File: src/rtl/pcseq_pkg.sv
package pcseq_pkg;

    localparam int PC_W_DEF       = 14;
    localparam int LOW_W_DEF      = 8;
    localparam int NUM_VEC_DEF    = 6;
    localparam int VEC_STRIDE_DEF = 4;

    // Winning next-address source, ordered lowest to highest priority
    typedef enum logic [2:0] {
        SRC_SEQ  = 3'd0,
        SRC_SKIP = 3'd1,
        SRC_LOW  = 3'd2,
        SRC_JUMP = 3'd3,
        SRC_RET  = 3'd4,
        SRC_VEC  = 3'd5
    } src_e;

    // Requests seen by the arbiter in one instruction cycle
    typedef struct packed {
        logic vec;
        logic ret;
        logic jump;
        logic low;
        logic skip;
    } req_t;

    function automatic logic is_redirect(src_e s);
        return s != SRC_SEQ;
    endfunction

    function automatic logic pushes(src_e s, logic is_call);
        return (s == SRC_VEC) || ((s == SRC_JUMP) && is_call);
    endfunction

    function automatic int sel_width(int n);
        return (n > 1) ? $clog2(n) : 1;
    endfunction

endpackage

File: src/rtl/pcseq_arb.sv
module pcseq_arb
    import pcseq_pkg::*;
(
    input  req_t req,
    output src_e src
);
    always_comb begin
        if (req.vec)       src = SRC_VEC;
        else if (req.ret)  src = SRC_RET;
        else if (req.jump) src = SRC_JUMP;
        else if (req.low)  src = SRC_LOW;
        else if (req.skip) src = SRC_SKIP;
        else               src = SRC_SEQ;
    end
endmodule

File: src/rtl/pcseq_vec_rom.sv
module pcseq_vec_rom #(
    parameter int PC_W       = 14,
    parameter int NUM_VEC    = 6,
    parameter int VEC_STRIDE = 4,
    localparam int SEL_W     = pcseq_pkg::sel_width(NUM_VEC)
) (
    input  logic [SEL_W-1:0] sel,
    output logic [PC_W-1:0]  vec_addr
);
    logic [PC_W-1:0] table_q [NUM_VEC];

    for (genvar g = 0; g < NUM_VEC; g++) begin : g_vec
        assign table_q[g] = PC_W'((g + 1) * VEC_STRIDE);
    end

    always_comb begin
        vec_addr = '0;
        for (int i = 0; i < NUM_VEC; i++) begin
            if (sel == SEL_W'(i)) vec_addr = table_q[i];
        end
    end
endmodule

File: src/rtl/pcseq_next.sv
module pcseq_next
    import pcseq_pkg::*;
#(
    parameter int PC_W  = 14,
    parameter int LOW_W = 8
) (
    input  logic [PC_W-1:0]  pc,
    input  src_e             src,
    input  logic [LOW_W-1:0] low_data,
    input  logic [PC_W-2:0]  jmp_addr,
    input  logic             bank_bit,
    input  logic [PC_W-1:0]  ret_addr,
    input  logic [PC_W-1:0]  vec_addr,
    output logic [PC_W-1:0]  nxt
);
    localparam int OFF_W = PC_W - 1;

    logic [PC_W-1:0] seq_addr;
    logic [PC_W-1:0] skip_addr;
    logic [PC_W-1:0] low_addr;
    logic [PC_W-1:0] jump_addr;

    assign seq_addr  = pc + PC_W'(1);
    assign skip_addr = {pc[PC_W-1], pc[OFF_W-1:0] + OFF_W'(2)};
    assign low_addr  = {pc[PC_W-1:LOW_W], low_data};
    assign jump_addr = {bank_bit, jmp_addr};

    always_comb begin
        unique case (src)
            SRC_SKIP: nxt = skip_addr;
            SRC_LOW:  nxt = low_addr;
            SRC_JUMP: nxt = jump_addr;
            SRC_RET:  nxt = ret_addr;
            SRC_VEC:  nxt = vec_addr;
            default:  nxt = seq_addr;
        endcase
    end
endmodule

File: src/rtl/pcseq_top.sv
module pcseq_top
    import pcseq_pkg::*;
#(
    parameter int PC_W       = PC_W_DEF,
    parameter int LOW_W      = LOW_W_DEF,
    parameter int NUM_VEC    = NUM_VEC_DEF,
    parameter int VEC_STRIDE = VEC_STRIDE_DEF,
    localparam int SEL_W     = sel_width(NUM_VEC)
) (
    input  logic             clk,
    input  logic             rst,
    input  logic             cyc_en,
    input  logic             irq_req,
    input  logic [SEL_W-1:0] irq_sel,
    input  logic             ret_req,
    input  logic [PC_W-1:0]  ret_addr,
    input  logic             jmp_req,
    input  logic             jmp_is_call,
    input  logic [PC_W-2:0]  jmp_addr,
    input  logic             bank_bit,
    input  logic             low_wr,
    input  logic [LOW_W-1:0] low_data,
    input  logic             skip_req,
    output logic [PC_W-1:0]  pc,
    output logic             flush,
    output logic             push_stb,
    output logic [PC_W-1:0]  push_addr,
    output logic             pop_stb
);
    req_t            req;
    src_e            src;
    logic [PC_W-1:0] vec_addr;
    logic [PC_W-1:0] nxt;
    logic            step;

    assign req = '{vec: irq_req, ret: ret_req, jump: jmp_req, low: low_wr, skip: skip_req};
    assign step = cyc_en && !rst;

    pcseq_arb u_arb (
        .req (req),
        .src (src)
    );

    pcseq_vec_rom #(
        .PC_W       (PC_W),
        .NUM_VEC    (NUM_VEC),
        .VEC_STRIDE (VEC_STRIDE)
    ) u_vec (
        .sel      (irq_sel),
        .vec_addr (vec_addr)
    );

    pcseq_next #(
        .PC_W  (PC_W),
        .LOW_W (LOW_W)
    ) u_next (
        .pc       (pc),
        .src      (src),
        .low_data (low_data),
        .jmp_addr (jmp_addr),
        .bank_bit (bank_bit),
        .ret_addr (ret_addr),
        .vec_addr (vec_addr),
        .nxt      (nxt)
    );

    always_ff @(posedge clk) begin
        if (rst) begin
            pc    <= '0;
            flush <= 1'b0;
        end else if (cyc_en) begin
            pc    <= nxt;
            flush <= is_redirect(src);
        end
    end

    assign push_stb  = step && pushes(src, jmp_is_call);
    assign pop_stb   = step && (src == SRC_RET);
    assign push_addr = pc;
endmodule

File: config.mk
export PLATFORM = sky130hd
export DESIGN_NAME = pcseq_top
export DESIGN_NICKNAME = d
export VERILOG_FILES = /design/src/rtl/pcseq_pkg.sv /design/src/rtl/pcseq_arb.sv /design/src/rtl/pcseq_vec_rom.sv /design/src/rtl/pcseq_next.sv /design/src/rtl/pcseq_top.sv
export SDC_FILE = /design/constraint.sdc
export NUM_CORES = 1
export LEC_CHECK = 0
export CORE_MARGIN = 4
export CORE_UTILIZATION = 46
export CTS_BUF_LIST = sky130_fd_sc_hd__clkbuf_8
export DETAILED_ROUTE_END_ITERATION = 12
export MAX_ROUTING_LAYER = met4
export PLACE_DENSITY = 0.84
export SLEW_MARGIN = 0
export SYNTH_ARGS = -nofsm -noshare
export SYNTH_HDL_FRONTEND = slang
export SYNTH_HIERARCHICAL = 1
export SYNTH_SLANG_ARGS = --single-unit
File: constraint.sdc
create_clock -name clk -period 2.3 [get_ports clk]
set_clock_uncertainty 0.15 [all_clocks]
set_input_delay 0.23 -clock clk [delete_from_list [all_inputs] [get_ports clk]]
set_output_delay 0.23 -clock clk [all_outputs]
set_load 0.02 [all_outputs]
* After elaboration in Yosys (flattened, before gate mapping)
Cells that the tools add are included.
Word-level totals: input bits 48, word-level logic and storage cells 40, output and inout port bits 31, bits in registers 15
Operators by class: $add $sub $neg 2, bitwise gates (word level) 2, reductions and logical operators 10, equal/unequal tests 10, multiplexer cells 12
Operators by type and width (count):
- $pmux 14 s5 | 1
- $mux 3 | 5
- $mux 5 | 3
- $add 14x1->14 const B | 1
- $add 13x2->13 const B | 1
- $eq 3x2->1 const B | 4
- $eq 3x3->1 const B | 4
- $mux 4 | 2
- $eq 3x1->1 const B | 2
- $logic_and 1x1->1 | 4
- $logic_not 3->1 | 1
- $reduce_and 3->1 | 1
- $reduce_bool 3->1 | 1
- $not 1->1 | 2
- $reduce_and 2->1 | 1
- $logic_not 1->1 | 1
- $logic_or 1x1->1 | 1
- $mux 1 | 1

* Longest topological paths before layout
Gate-level depths: netlist of run 1.
depth in word-level cells 9, depth in mapped cells 11, depth with buffers taken out 9

* Modules after synthesis
Netlist of run 1, hierarchy kept.
By module, submodules not included:
- pcseq_next | area an instance 1179.9 µm², seq. area each 0.0 µm², instances 1, cells an instance 179
- pcseq_top | area an instance 698.2 µm², seq. area each 300.3 µm², instances 1, cells an instance 69
- pcseq_vec_rom | area an instance 123.9 µm², seq. area each 0.0 µm², instances 1, cells an instance 17
- pcseq_arb | area an instance 38.8 µm², seq. area each 0.0 µm², instances 1, cells an instance 6

* Least setup slack after synthesis of run 1
OpenSTA, ideal clock, no wires.
path kind input to register, from in skip_req, to reg pc[8], setup slack 0.149 ns, buffers on the path 1, data arrival time 1.884 ns, data required time 2.033 ns, cell stages on the path 9, setup time 0.117 ns, cell sequence nor3b_1 -> a211o_1 -> and2_1 -> clkbuf_1 -> a221o_1 -> o32ai_1 -> a211oi_1 -> mux2i_1 -> nor2_1
Between the ends: elaborated cells between the ends (all ways) 13, those cells by class eq/ne (5); mux (6); bitwise (1); reduce/logical (1)
RTL lines:
- start: declaration | line pcseq_top.sv:23 | input logic skip_req,
- $mux 1 (*) | line pcseq_arb.sv:12 | else if (req.skip) src = SRC_SKIP;
- $mux 3 (*) | line pcseq_arb.sv:11 | else if (req.low) src = SRC_LOW;
- $mux 3 (*) | line pcseq_arb.sv:10 | else if (req.jump) src = SRC_JUMP;
- $mux 3 (*) | line pcseq_arb.sv:9 | else if (req.ret) src = SRC_RET;
- $mux 3 (*) | line pcseq_arb.sv:8 | if (req.vec) src = SRC_VEC;
- net src[0] | line pcseq_top.sv:31 | src_e src;
- $eq 3x3->1, or another cell as far along | line pcseq_next.sv:29 | unique case (src)
- $pmux 14 s5 (*) | line pcseq_next.sv:29
- net nxt[8] | line pcseq_top.sv:33 | logic [PC_W-1:0] nxt;
- end signal: assignment | line pcseq_top.sv:72 | pc <= nxt;
- end: declaration | line pcseq_top.sv:24 | output logic [PC_W-1:0] pc,
The timed path passes the listed nets; every way through them passes the cells marked *. A chain may end at the register's enable or synchronous reset.

* Worst setup path in the final report of run 1
from in jmp_req, to reg pc[7]
Between the ends: word-level cells in the longest chain between the ends 5, elaborated cells between the ends (all ways) 9, those cells by class eq/ne (5); mux (4)
RTL lines:
- start: declaration | line pcseq_top.sv:17 | input logic jmp_req,
- $mux 3 (*) | line pcseq_arb.sv:10
- $mux 3 (*) | line pcseq_arb.sv:9
- $mux 3 (*) | line pcseq_arb.sv:8
- net src[1] | line pcseq_top.sv:31
- $eq 3x3->1, or another cell as far along | line pcseq_next.sv:29
- $pmux 14 s5 (*) | line pcseq_next.sv:29
- net nxt[7] | line pcseq_top.sv:33
Marks and branches as above.

==> results_tabular.tex, run 1 <==
\begin{tabular}{lr}
\hline
Metric & Value \\
\hline
\multicolumn{2}{l}{\textbf{Routing}} \\
Wirelength, routed & around 6.6 mm \\
Drc violations & 0 \\
Via count & 2324 \\
Drt via density & roughly 5.7 \\
Number of DRC markers after the initial detailed-route iteration & between 150 and 200 \\
Routed length per placed instance & about 16 µm \\
Count of nets left with antenna violations after detail routing & 0 \\
DRT Pass-1 Iters & 5 \\
\multicolumn{2}{l}{\textbf{Setup path}} \\
Endpoint kind of the worst setup timing path & flop \\
Data arrival at the endpoint of the critical path & 2330 ps \\
Launching element type of the critical path & input pin \\
Req. time, crit path & approximately 2300 ps \\
CP Class & in2reg \\
Slack of the worst reg-to-reg path & approximately 240 ps \\
Worst-path fanout max & 6 \\
\multicolumn{2}{l}{\textbf{Die}} \\
Floorplan die height & about 75 µm \\
Number of top-level design ports & just under 80 \\
Die ar. & between 0.005 and 0.006 mm² \\
Starting utilization of the core area & 49.2\% \\
Placeable Area & approximately 0.0041 mm² \\
Die X & about 75 µm \\
FP Rows & 23 \\
\multicolumn{2}{l}{\textbf{Status}} \\
Violations in the final reports & negative setup slack \\
Status & complete, but fails checks \\
\multicolumn{2}{l}{\textbf{STA}} \\
Tcrit/Tclk final & 102\% \\
Shortest clock period the worst path allows after layout & approximately 2300 ps \\
Worst path setup slack after routing & -41.3 ps \\
RSZ-0062 raised after global routing & yes \\
Smallest hold slack & 372 ps \\
Final setup viols & 1 \\
Pins Over Slew Limit & 0 \\
Top achievable clock speed & 427 MHz \\
Final Hold Fails & 0 \\
Sum Neg Setup Slack & -41.3 ps \\
\multicolumn{2}{l}{\textbf{Placement}} \\
Dpl cell area & around 0.0029 mm² \\
Half-perimeter wire length after detailed placement & about 4.9 mm \\
Placer's final routability congestion estimate & around 0.94 \\
Count of buffers from port buffering & 78 \\
Worst setup slack after placement & -354 ps \\
\multicolumn{2}{l}{\textbf{Clocking}} \\
Hold buffer count at cts & 0 \\
CTS tree & done \\
Clock input transition at the sequential cells of the worst setup and hold paths & $\sim$70 ps \\
Inserted Clock Buffers & 3 \\
Number of sinks on the clock net & 15 \\
Maximum level of the CTS H-tree & 1 \\
Library cell used as clock root buffer & sky130\_fd\_sc\_hd\_\_clkbuf\_8 \\
Maximum count of clock buffers along a single path & 2 \\
Worst-skew pair later-pin latency & 250 ps \\
\multicolumn{2}{l}{\textbf{Cells and area}} \\
Post-route cell area & 0.00309 mm² \\
Fill cell count & 316 \\
Final nets & $\sim$400 \\
Multi-input gate area in the final layout & between 0.001 and 0.0015 mm² \\
Area growth syn-to-layout & 51.3\% \\
FF/Latch Area & between 300 and 400 µm² \\
Diode insertion count for antenna repair & 0 \\
Share of layout cells above drive strength 1 & between 10\% and 20\% \\
\multicolumn{2}{l}{\textbf{Power and ir drop}} \\
Combinational share of power & 53.8\% \\
Power per standard cell area & between 300 and 400 mW/mm² \\
Total design power & roughly 1.2 mW \\
Peak ir drop on the vdd network & 0.289 mV \\
Design internal power & 0.738 mW \\
Power share of the sequential group & between 20\% and 30\% \\
Reported leakage power & between 1 and 1.5 nW \\
Switching Share & 36.2\% \\
Clock power frac & between 10\% and 20\% \\
Net Sw Power & 0.418 mW \\
\multicolumn{2}{l}{\textbf{GRT}} \\
Grt met2 use & 40.4\% \\
GRT busiest layer & met2 \\
Initial antenna violation count & 0 \\
Met3 Usage GRT & between 2 and 3\% \\
Overflow left after global routing & 0 \\
Number of global-route vias before repair & 2074 \\
GRT met1 Usage & about 28\% \\
Total track usage & roughly 23\% \\
Largest net degree at the start of global routing & 28 \\
Wire length of the first global-routing pass & 9.60 mm \\
\multicolumn{2}{l}{\textbf{Run}} \\
Max cap viols & 0 \\
\multicolumn{2}{l}{\textbf{Synth}} \\
Netlist area before placement & 0.00204 mm² \\
Portion of the post-synthesis area used by sequential elements & between 10\% and 20\% \\
Share of the synthesized area in the top cell type & approximately 15\% \\
Synthesized area per cell & 7.53 µm² \\
Synth Warn \# & 6 \\
Count leader, synth & sky130\_fd\_sc\_hd\_\_buf\_4 \\
Most common library cells after synthesis & sky130\_fd\_sc\_hd\_\_buf\_4, sky130\_fd\_sc\_hd\_\_nor2\_1, sky130\_fd\_sc\_hd\_\_mux2i\_1, sky130\_fd\_sc\_hd\_\_dfxtp\_1, sky130\_fd\_sc\_hd\_\_buf\_2 \\
Dominant cells by area after synthesis & sky130\_fd\_sc\_hd\_\_dfxtp\_1, sky130\_fd\_sc\_hd\_\_mux2i\_1, sky130\_fd\_sc\_hd\_\_buf\_4, sky130\_fd\_sc\_hd\_\_nor2\_1, sky130\_fd\_sc\_hd\_\_buf\_2 \\
Post-Syn Instances & between 200 and 300 \\
Number of unique standard cell types used by synthesis & 54 \\
Primary flip-flop cell chosen by synthesis mapping & sky130\_fd\_sc\_hd\_\_dfxtp\_1 \\
Area leader, netlist & sky130\_fd\_sc\_hd\_\_dfxtp\_1 \\
Post-synth ARST share & 0\% \\
Number of synthesized register bits & 15 \\
Number of enable flip-flop cells after synthesis & 0 \\
\multicolumn{2}{l}{\textbf{Hold path}} \\
Class of the worst hold path & reg2reg \\
\hline
\end{tabular}
==> per-layer routing <==
layer	wire length [µm]	share of wire [%]
met3	478	7.2
met5	0	0
met4	205	3.1
met1	2600	39
met2	3340	50
==> worst max-delay path, cell delays in order <==
cell and delay, ps:
sky130_fd_sc_hd__clkdlybuf4s50_1 420, sky130_fd_sc_hd__nor2_1 200, sky130_fd_sc_hd__nor2_4 90, sky130_fd_sc_hd__buf_12 140
sky130_fd_sc_hd__buf_4 140, sky130_fd_sc_hd__a21o_1 150, sky130_fd_sc_hd__a222oi_1 410, sky130_fd_sc_hd__buf_4 190
sky130_fd_sc_hd__o21a_1 120, sky130_fd_sc_hd__a211oi_1 50, sky130_fd_sc_hd__mux2i_1 130, sky130_fd_sc_hd__nor2_1 50
==> timing repair <==
action / CTS / global route
setup endpoints to repair: 6 / 14
cloned: 0 / 2
pin swaps: 1 / 8
resized for setup: 5 / 19
buffers inserted: 1 / 4
==> cell type report <==
type                    instances  share of cell area, %
repair buffers                121                   37.3
clock inverters                 1                  0.162
flip-flops and latches         15                   9.72
clock buffers                   3                   1.34
inverters                      13                   1.58
well taps                      50                   2.03
multi-input cells             208                   47.9
==> worst paths after layout <==
kind            from     end  depth (start not counted)
min            flush   flush                          2
max          jmp_req   pc[7]                         12
min reg2reg    flush   flush                          2
max reg2reg    pc[1]  pc[10]                          8
==> layout by cell type, fill, tap and decap left out, drive strengths merged, types with 6 or more instances in the layout <==
cell type / instances
nand3: 7
dfxtp: 15
mux2i: 21
a211oi: 6
o21ai: 12
xnor2: 7
nand2b: 11
clkdlybuf4s50: 72
nand2: 10
nor2: 27
inv: 13
conb: 11
buf: 42
a21oi: 13
a21o: 8
a22oi: 7
==> stage by stage <==
step / cells / util [%]
after floorplan: 281 / -
after global placement: 400 / 69.8
after detailed placement: 400 / 69.8
after CTS: 405 / 71.4
after global routing: 411 / 74.5
final: 411 / 74.5
==> power by group through the flow <==
| stage | registers, mW | clock network, mW | logic (mW) |
|---|---|---|---|
| floorplan | 0.345 | 0 | 0.328 |
| detailed placement | 0.323 | 0 | 0.583 |
| CTS | 0.317 | 0.225 | 0.590 |
| global route | 0.322 | 0.234 | 0.668 |
| global placement | 0.321 | 0 | 0.573 |
| finish | 0.317 | 0.216 | 0.622 |
==> registers in the layout, indices dropped and copies added (netlist names) <==
signal,cells
pc,14
flush,1
==> cells by family after synthesis <==
| group | synth area share, % |
|---|---|
| AO/OA/AOI/OAI | 28.5 |
| AND/OR/NAND/NOR | 21.0 |
| buffers and inverters | 17.7 |
| multiplexers | 11.6 |
| flip-flops | 14.7 |
| XOR/XNOR | 5.15 |
| adder cells (fa/ha/maj) | 1.23 |
| other | 0.184 |
No activity file was read; power rests on OpenSTA's default activity.
==> run 2, diff against run 1 <==
Settings changed: CTS_CLUSTER_DIAMETER set to 60.
==> results of run 2 <==
No change in the layout: final DEF, timing and power equal those of run 1.
==> run 3, diff against run 2 <==
Settings changed: ABC_AREA set to 1, CORE_UTILIZATION 46 to 45, PLACE_DENSITY 0.84 to 0.83.
==> results_tabular.tex, run 3 <==
\begin{tabular}{lr}
\hline
Metric & Value \\
\hline
\multicolumn{2}{l}{\textbf{Status}} \\
Status & finished clean (was complete, but fails checks) \\
\multicolumn{2}{l}{\textbf{Cells and area}} \\
Number of standard cells in the layout, taps in and fillers out & 482 (was 411) \\
Core utilization of the finished layout & 67.2\% (was 74.5\%) \\
Fill cell count & 393 (was 316) \\
Post-route cell area & 0.00275 mm² (was 0.00309 mm²) \\
FF/Latch Area & 300 µm² (unchanged) \\
Flip-flop count of the largest register, all copies and words added & 14 (unchanged) \\
Commonest cells after routing, fill and taps aside & sky130\_fd\_sc\_hd\_\_nand2\_1, sky130\_fd\_sc\_hd\_\_clkdlybuf4s50\_1, sky130\_fd\_sc\_hd\_\_nor2\_1, sky130\_fd\_sc\_hd\_\_nand3\_1, sky130\_fd\_sc\_hd\_\_inv\_1 (was sky130\_fd\_sc\_hd\_\_clkdlybuf4s50\_1, sky130\_fd\_sc\_hd\_\_buf\_4, sky130\_fd\_sc\_hd\_\_nor2\_1, sky130\_fd\_sc\_hd\_\_mux2i\_1, sky130\_fd\_sc\_hd\_\_dfxtp\_1) \\
Leading cell type in the layout, fill and taps excluded & sky130\_fd\_sc\_hd\_\_nand2\_1 (was sky130\_fd\_sc\_hd\_\_clkdlybuf4s50\_1) \\
Final nets & 483 (was 412) \\
Biggest regs & pc (14), flush (1) (unchanged) \\
Multi-input gate area in the final layout & 0.00130 mm² (was 0.00148 mm²) \\
Area growth syn-to-layout & 42.3\% (was 51.3\%) \\
Top register by number of flip-flops & pc (unchanged) \\
Diode insertion count for antenna repair & 0 (unchanged) \\
Share of layout cells above drive strength 1 & 9.03\% (was 19.1\%) \\
\multicolumn{2}{l}{\textbf{Die}} \\
Floorplan die height & 73.5 µm (was 74.6 µm) \\
FP Rows & 23 (unchanged) \\
Die X & 73.5 µm (was 74.6 µm) \\
Die ar. & 0.00540 mm² (was 0.00557 mm²) \\
Number of top-level design ports & 79 (unchanged) \\
Placeable Area & 0.00409 mm² (was 0.00414 mm²) \\
Starting utilization of the core area & 47.2\% (was 49.2\%) \\
\multicolumn{2}{l}{\textbf{Synth}} \\
Primary flip-flop cell chosen by synthesis mapping & sky130\_fd\_sc\_hd\_\_dfxtp\_1 (unchanged) \\
Post-synth ARST share & 0\% (unchanged) \\
Number of enable flip-flop cells after synthesis & 0 (unchanged) \\
Complex-gate fraction of the synthesized area & 10.6\% (was 28.5\%) \\
Count leader, synth & sky130\_fd\_sc\_hd\_\_nand2\_1 (was sky130\_fd\_sc\_hd\_\_buf\_4) \\
Share of synthesized area spent on multiplexers & 0\% (was 11.6\%) \\
Dominant cells by area after synthesis & sky130\_fd\_sc\_hd\_\_nand2\_1, sky130\_fd\_sc\_hd\_\_dfxtp\_1, sky130\_fd\_sc\_hd\_\_nand3\_1, sky130\_fd\_sc\_hd\_\_buf\_4, sky130\_fd\_sc\_hd\_\_nor2\_1 (was sky130\_fd\_sc\_hd\_\_dfxtp\_1, sky130\_fd\_sc\_hd\_\_mux2i\_1, sky130\_fd\_sc\_hd\_\_buf\_4, sky130\_fd\_sc\_hd\_\_nor2\_1, sky130\_fd\_sc\_hd\_\_buf\_2) \\
Area leader, netlist & sky130\_fd\_sc\_hd\_\_nand2\_1 (was sky130\_fd\_sc\_hd\_\_dfxtp\_1) \\
Synthesized area per cell & 5.40 µm² (was 7.53 µm²) \\
Number of unique standard cell types used by synthesis & 25 (was 54) \\
Portion of the post-synthesis area used by sequential elements & 15.6\% (was 14.7\%) \\
Share of the synthesized area in the top cell type & 21.4\% (was 14.7\%) \\
Adder and majority cell fraction of the synthesized area & 1.30\% (was 1.23\%) \\
Most common library cells after synthesis & sky130\_fd\_sc\_hd\_\_nand2\_1, sky130\_fd\_sc\_hd\_\_nor2\_1, sky130\_fd\_sc\_hd\_\_nand3\_1, sky130\_fd\_sc\_hd\_\_buf\_4, sky130\_fd\_sc\_hd\_\_inv\_1 (was sky130\_fd\_sc\_hd\_\_buf\_4, sky130\_fd\_sc\_hd\_\_nor2\_1, sky130\_fd\_sc\_hd\_\_mux2i\_1, sky130\_fd\_sc\_hd\_\_dfxtp\_1, sky130\_fd\_sc\_hd\_\_buf\_2) \\
Post-synthesis share of cell area spent on and, or, nand and nor gates & 51.6\% (was 21.0\%) \\
Synth Warn \# & 6 (unchanged) \\
Share of the synthesized netlist area taken by xor and xnor gates & 1.36\% (was 5.15\%) \\
Number of synthesized register bits & 15 (unchanged) \\
Largest family of logic cells by synthesized area & simple AND/OR/NAND/NOR gates (was compound AO/OA/AOI/OAI gates) \\
Netlist area before placement & 0.00193 mm² (was 0.00204 mm²) \\
Post-Syn Instances & 357 (was 271) \\
\multicolumn{2}{l}{\textbf{Setup path}} \\
Data arrival at the endpoint of the critical path & 2210 ps (was 2330 ps) \\
Req. time, crit path & 2350 ps (was 2290 ps) \\
CP Class & in2reg (unchanged) \\
Launching element type of the critical path & input pin (unchanged) \\
Worst-path fanout max & 6 (unchanged) \\
Endpoint kind of the worst setup timing path & flop (unchanged) \\
\multicolumn{2}{l}{\textbf{Placement}} \\
Count of buffers from port buffering & 78 (unchanged) \\
Worst setup slack after placement & -242 ps (was -354 ps) \\
Placed Instances & 478 (was 400) \\
Dpl cell area & 0.00268 mm² (was 0.00289 mm²) \\
Placer's final routability congestion estimate & 0.888 (was 0.939) \\
Half-perimeter wire length after detailed placement & 4.85 mm (was 4.89 mm) \\
\multicolumn{2}{l}{\textbf{Routing}} \\
Wirelength, routed & 6.35 mm (was 6.63 mm) \\
Drt via density & 5.17 (was 5.65) \\
Count of nets left with antenna violations after detail routing & 0 (unchanged) \\
Routed length per placed instance & 13.2 µm (was 16.1 µm) \\
Via count & 2490 (was 2324) \\
DRT Pass-1 Iters & 5 (unchanged) \\
Number of DRC markers after the initial detailed-route iteration & 174 (was 188) \\
Drc violations & 0 (unchanged) \\
\multicolumn{2}{l}{\textbf{Clocking}} \\
Maximum level of the CTS H-tree & 1 (unchanged) \\
CTS tree & done (unchanged) \\
Library cell used as clock root buffer & sky130\_fd\_sc\_hd\_\_clkbuf\_8 (unchanged) \\
Inserted Clock Buffers & 3 (unchanged) \\
Maximum count of clock buffers along a single path & 2 (unchanged) \\
Clock input transition at the sequential cells of the worst setup and hold paths & 70 ps (about the same) \\
Buffers inserted by post-CTS timing repair & 0 (was 1) \\
Hold buffer count at cts & 0 (unchanged) \\
Worst-skew pair later-pin latency & 250 ps (about the same) \\
Number of sinks on the clock net & 15 (unchanged) \\
\multicolumn{2}{l}{\textbf{STA}} \\
Pins Over Slew Limit & 0 (unchanged) \\
Top achievable clock speed & 463 MHz (was 427 MHz) \\
Final setup viols & 0 (was 1) \\
Actual transition at the worst max-transition pin & roughly 590 ps \\
Shortest clock period the worst path allows after layout & 2160 ps (was 2340 ps) \\
Sum Neg Setup Slack & 0 ps (was -41.3 ps) \\
RSZ-0062 raised after global routing & no (was yes) \\
Smallest hold slack & 395 ps (was 372 ps) \\
Tcrit/Tclk final & 93.9\% (was 102\%) \\
Worst path setup slack after routing & 141 ps (was -41.3 ps) \\
Remaining max-slew budget at the tightest pin & between 60\% and 70\% \\
Final Hold Fails & 0 (unchanged) \\
\multicolumn{2}{l}{\textbf{GRT}} \\
Initial antenna violation count & 0 (unchanged) \\
Overflow left after global routing & 0 (unchanged) \\
Largest net degree at the start of global routing & 17 (was 28) \\
Number of global-route vias before repair & 2465 (was 2074) \\
Wire length of the first global-routing pass & 10.5 mm (was 9.60 mm) \\
Total track usage & 25.0\% (was 22.9\%) \\
\multicolumn{2}{l}{\textbf{Power and ir drop}} \\
Reported leakage power & 1.29 nW (was 1.39 nW) \\
Total design power & 1.01 mW (was 1.16 mW) \\
Peak ir drop on the vdd network & 0.235 mV (was 0.289 mV) \\
Power per standard cell area & 368 mW/mm² (was 374 mW/mm²) \\
\multicolumn{2}{l}{\textbf{Run}} \\
Max cap viols & 0 (unchanged) \\
\multicolumn{2}{l}{\textbf{Hold path}} \\
Class of the worst hold path & reg2reg (unchanged) \\
\hline
\end{tabular}
[run 3: path summary, 6_finish.rpt]
kind                              from    end  slack (ps)  cells past startpoint
worst min register to register   flush  flush         390                      2
worst max-delay path            low_wr  pc[4]         140                     15
worst min-delay path             flush  flush         390                      2
worst max register to register   pc[1]  pc[9]         380                      9
[run 3: cell type report]
| cell class | instances | share of cell area [%] |
|---|---|---|
| multi-input cells | 285 | 47.5 |
| clock buffers | 3 | 1.50 |
| inverters | 34 | 4.65 |
| repair buffers | 94 | 33.0 |
| clock inverters | 1 | 0.182 |
| flip-flops and latches | 15 | 10.9 |
| well taps | 50 | 2.28 |
[run 3: power breakdown]
part | leakage [nW] | internal (mW) | switching [mW]
Combinational | 1.14 | 0.227 | 0.233
Sequential | 0.125 | 0.281 | 0.0390
Clock | 0.0255 | 0.120 | 0.111
Total | 1.29 | 0.628 | 0.383
[run 3: cells by family after synthesis]
group / after synthesis
AOI/OAI and AO/OA: 38
xor gates and xnor gates: 3
adders and majority gates: 2
buffers and inverters: 67
DFF: 15
other: 1
and+or+nand+nor: 231
[run 3: critical path, stage by stage]
cell and delay, ps:
sky130_fd_sc_hd__clkdlybuf4s50_1 410, sky130_fd_sc_hd__inv_2 90, sky130_fd_sc_hd__nand2_2 40, sky130_fd_sc_hd__nand2_1 50, sky130_fd_sc_hd__nand2_1 50, sky130_fd_sc_hd__nand2_1 170
sky130_fd_sc_hd__inv_1 110, sky130_fd_sc_hd__nor2_1 220, sky130_fd_sc_hd__nand2_1 130, sky130_fd_sc_hd__buf_4 170, sky130_fd_sc_hd__a21oi_1 140, sky130_fd_sc_hd__o21ai_0 130
sky130_fd_sc_hd__nand3_1 110, sky130_fd_sc_hd__nor2_1 50, sky130_fd_sc_hd__nor2_1 100
[run 3: metal layers]
metal | routed length, µm | up-vias | GRT usage [%]
met3 | 457 | 17 | 2.74
met1 | 2580 | 1097 | 28.4
met2 | 3100 | 114 | 44.6
met4 | 206 | 0 | 9.26
li1 | - | 1262 | -
met5 | 0 | - | -
[run 3: what timing repair did]
action | 4_1_cts | 5_1_grt
gates resized for setup | 0 | 5
hold endpoints to repair | 0 | 0
endpoints found under the setup margin | 0 | 16
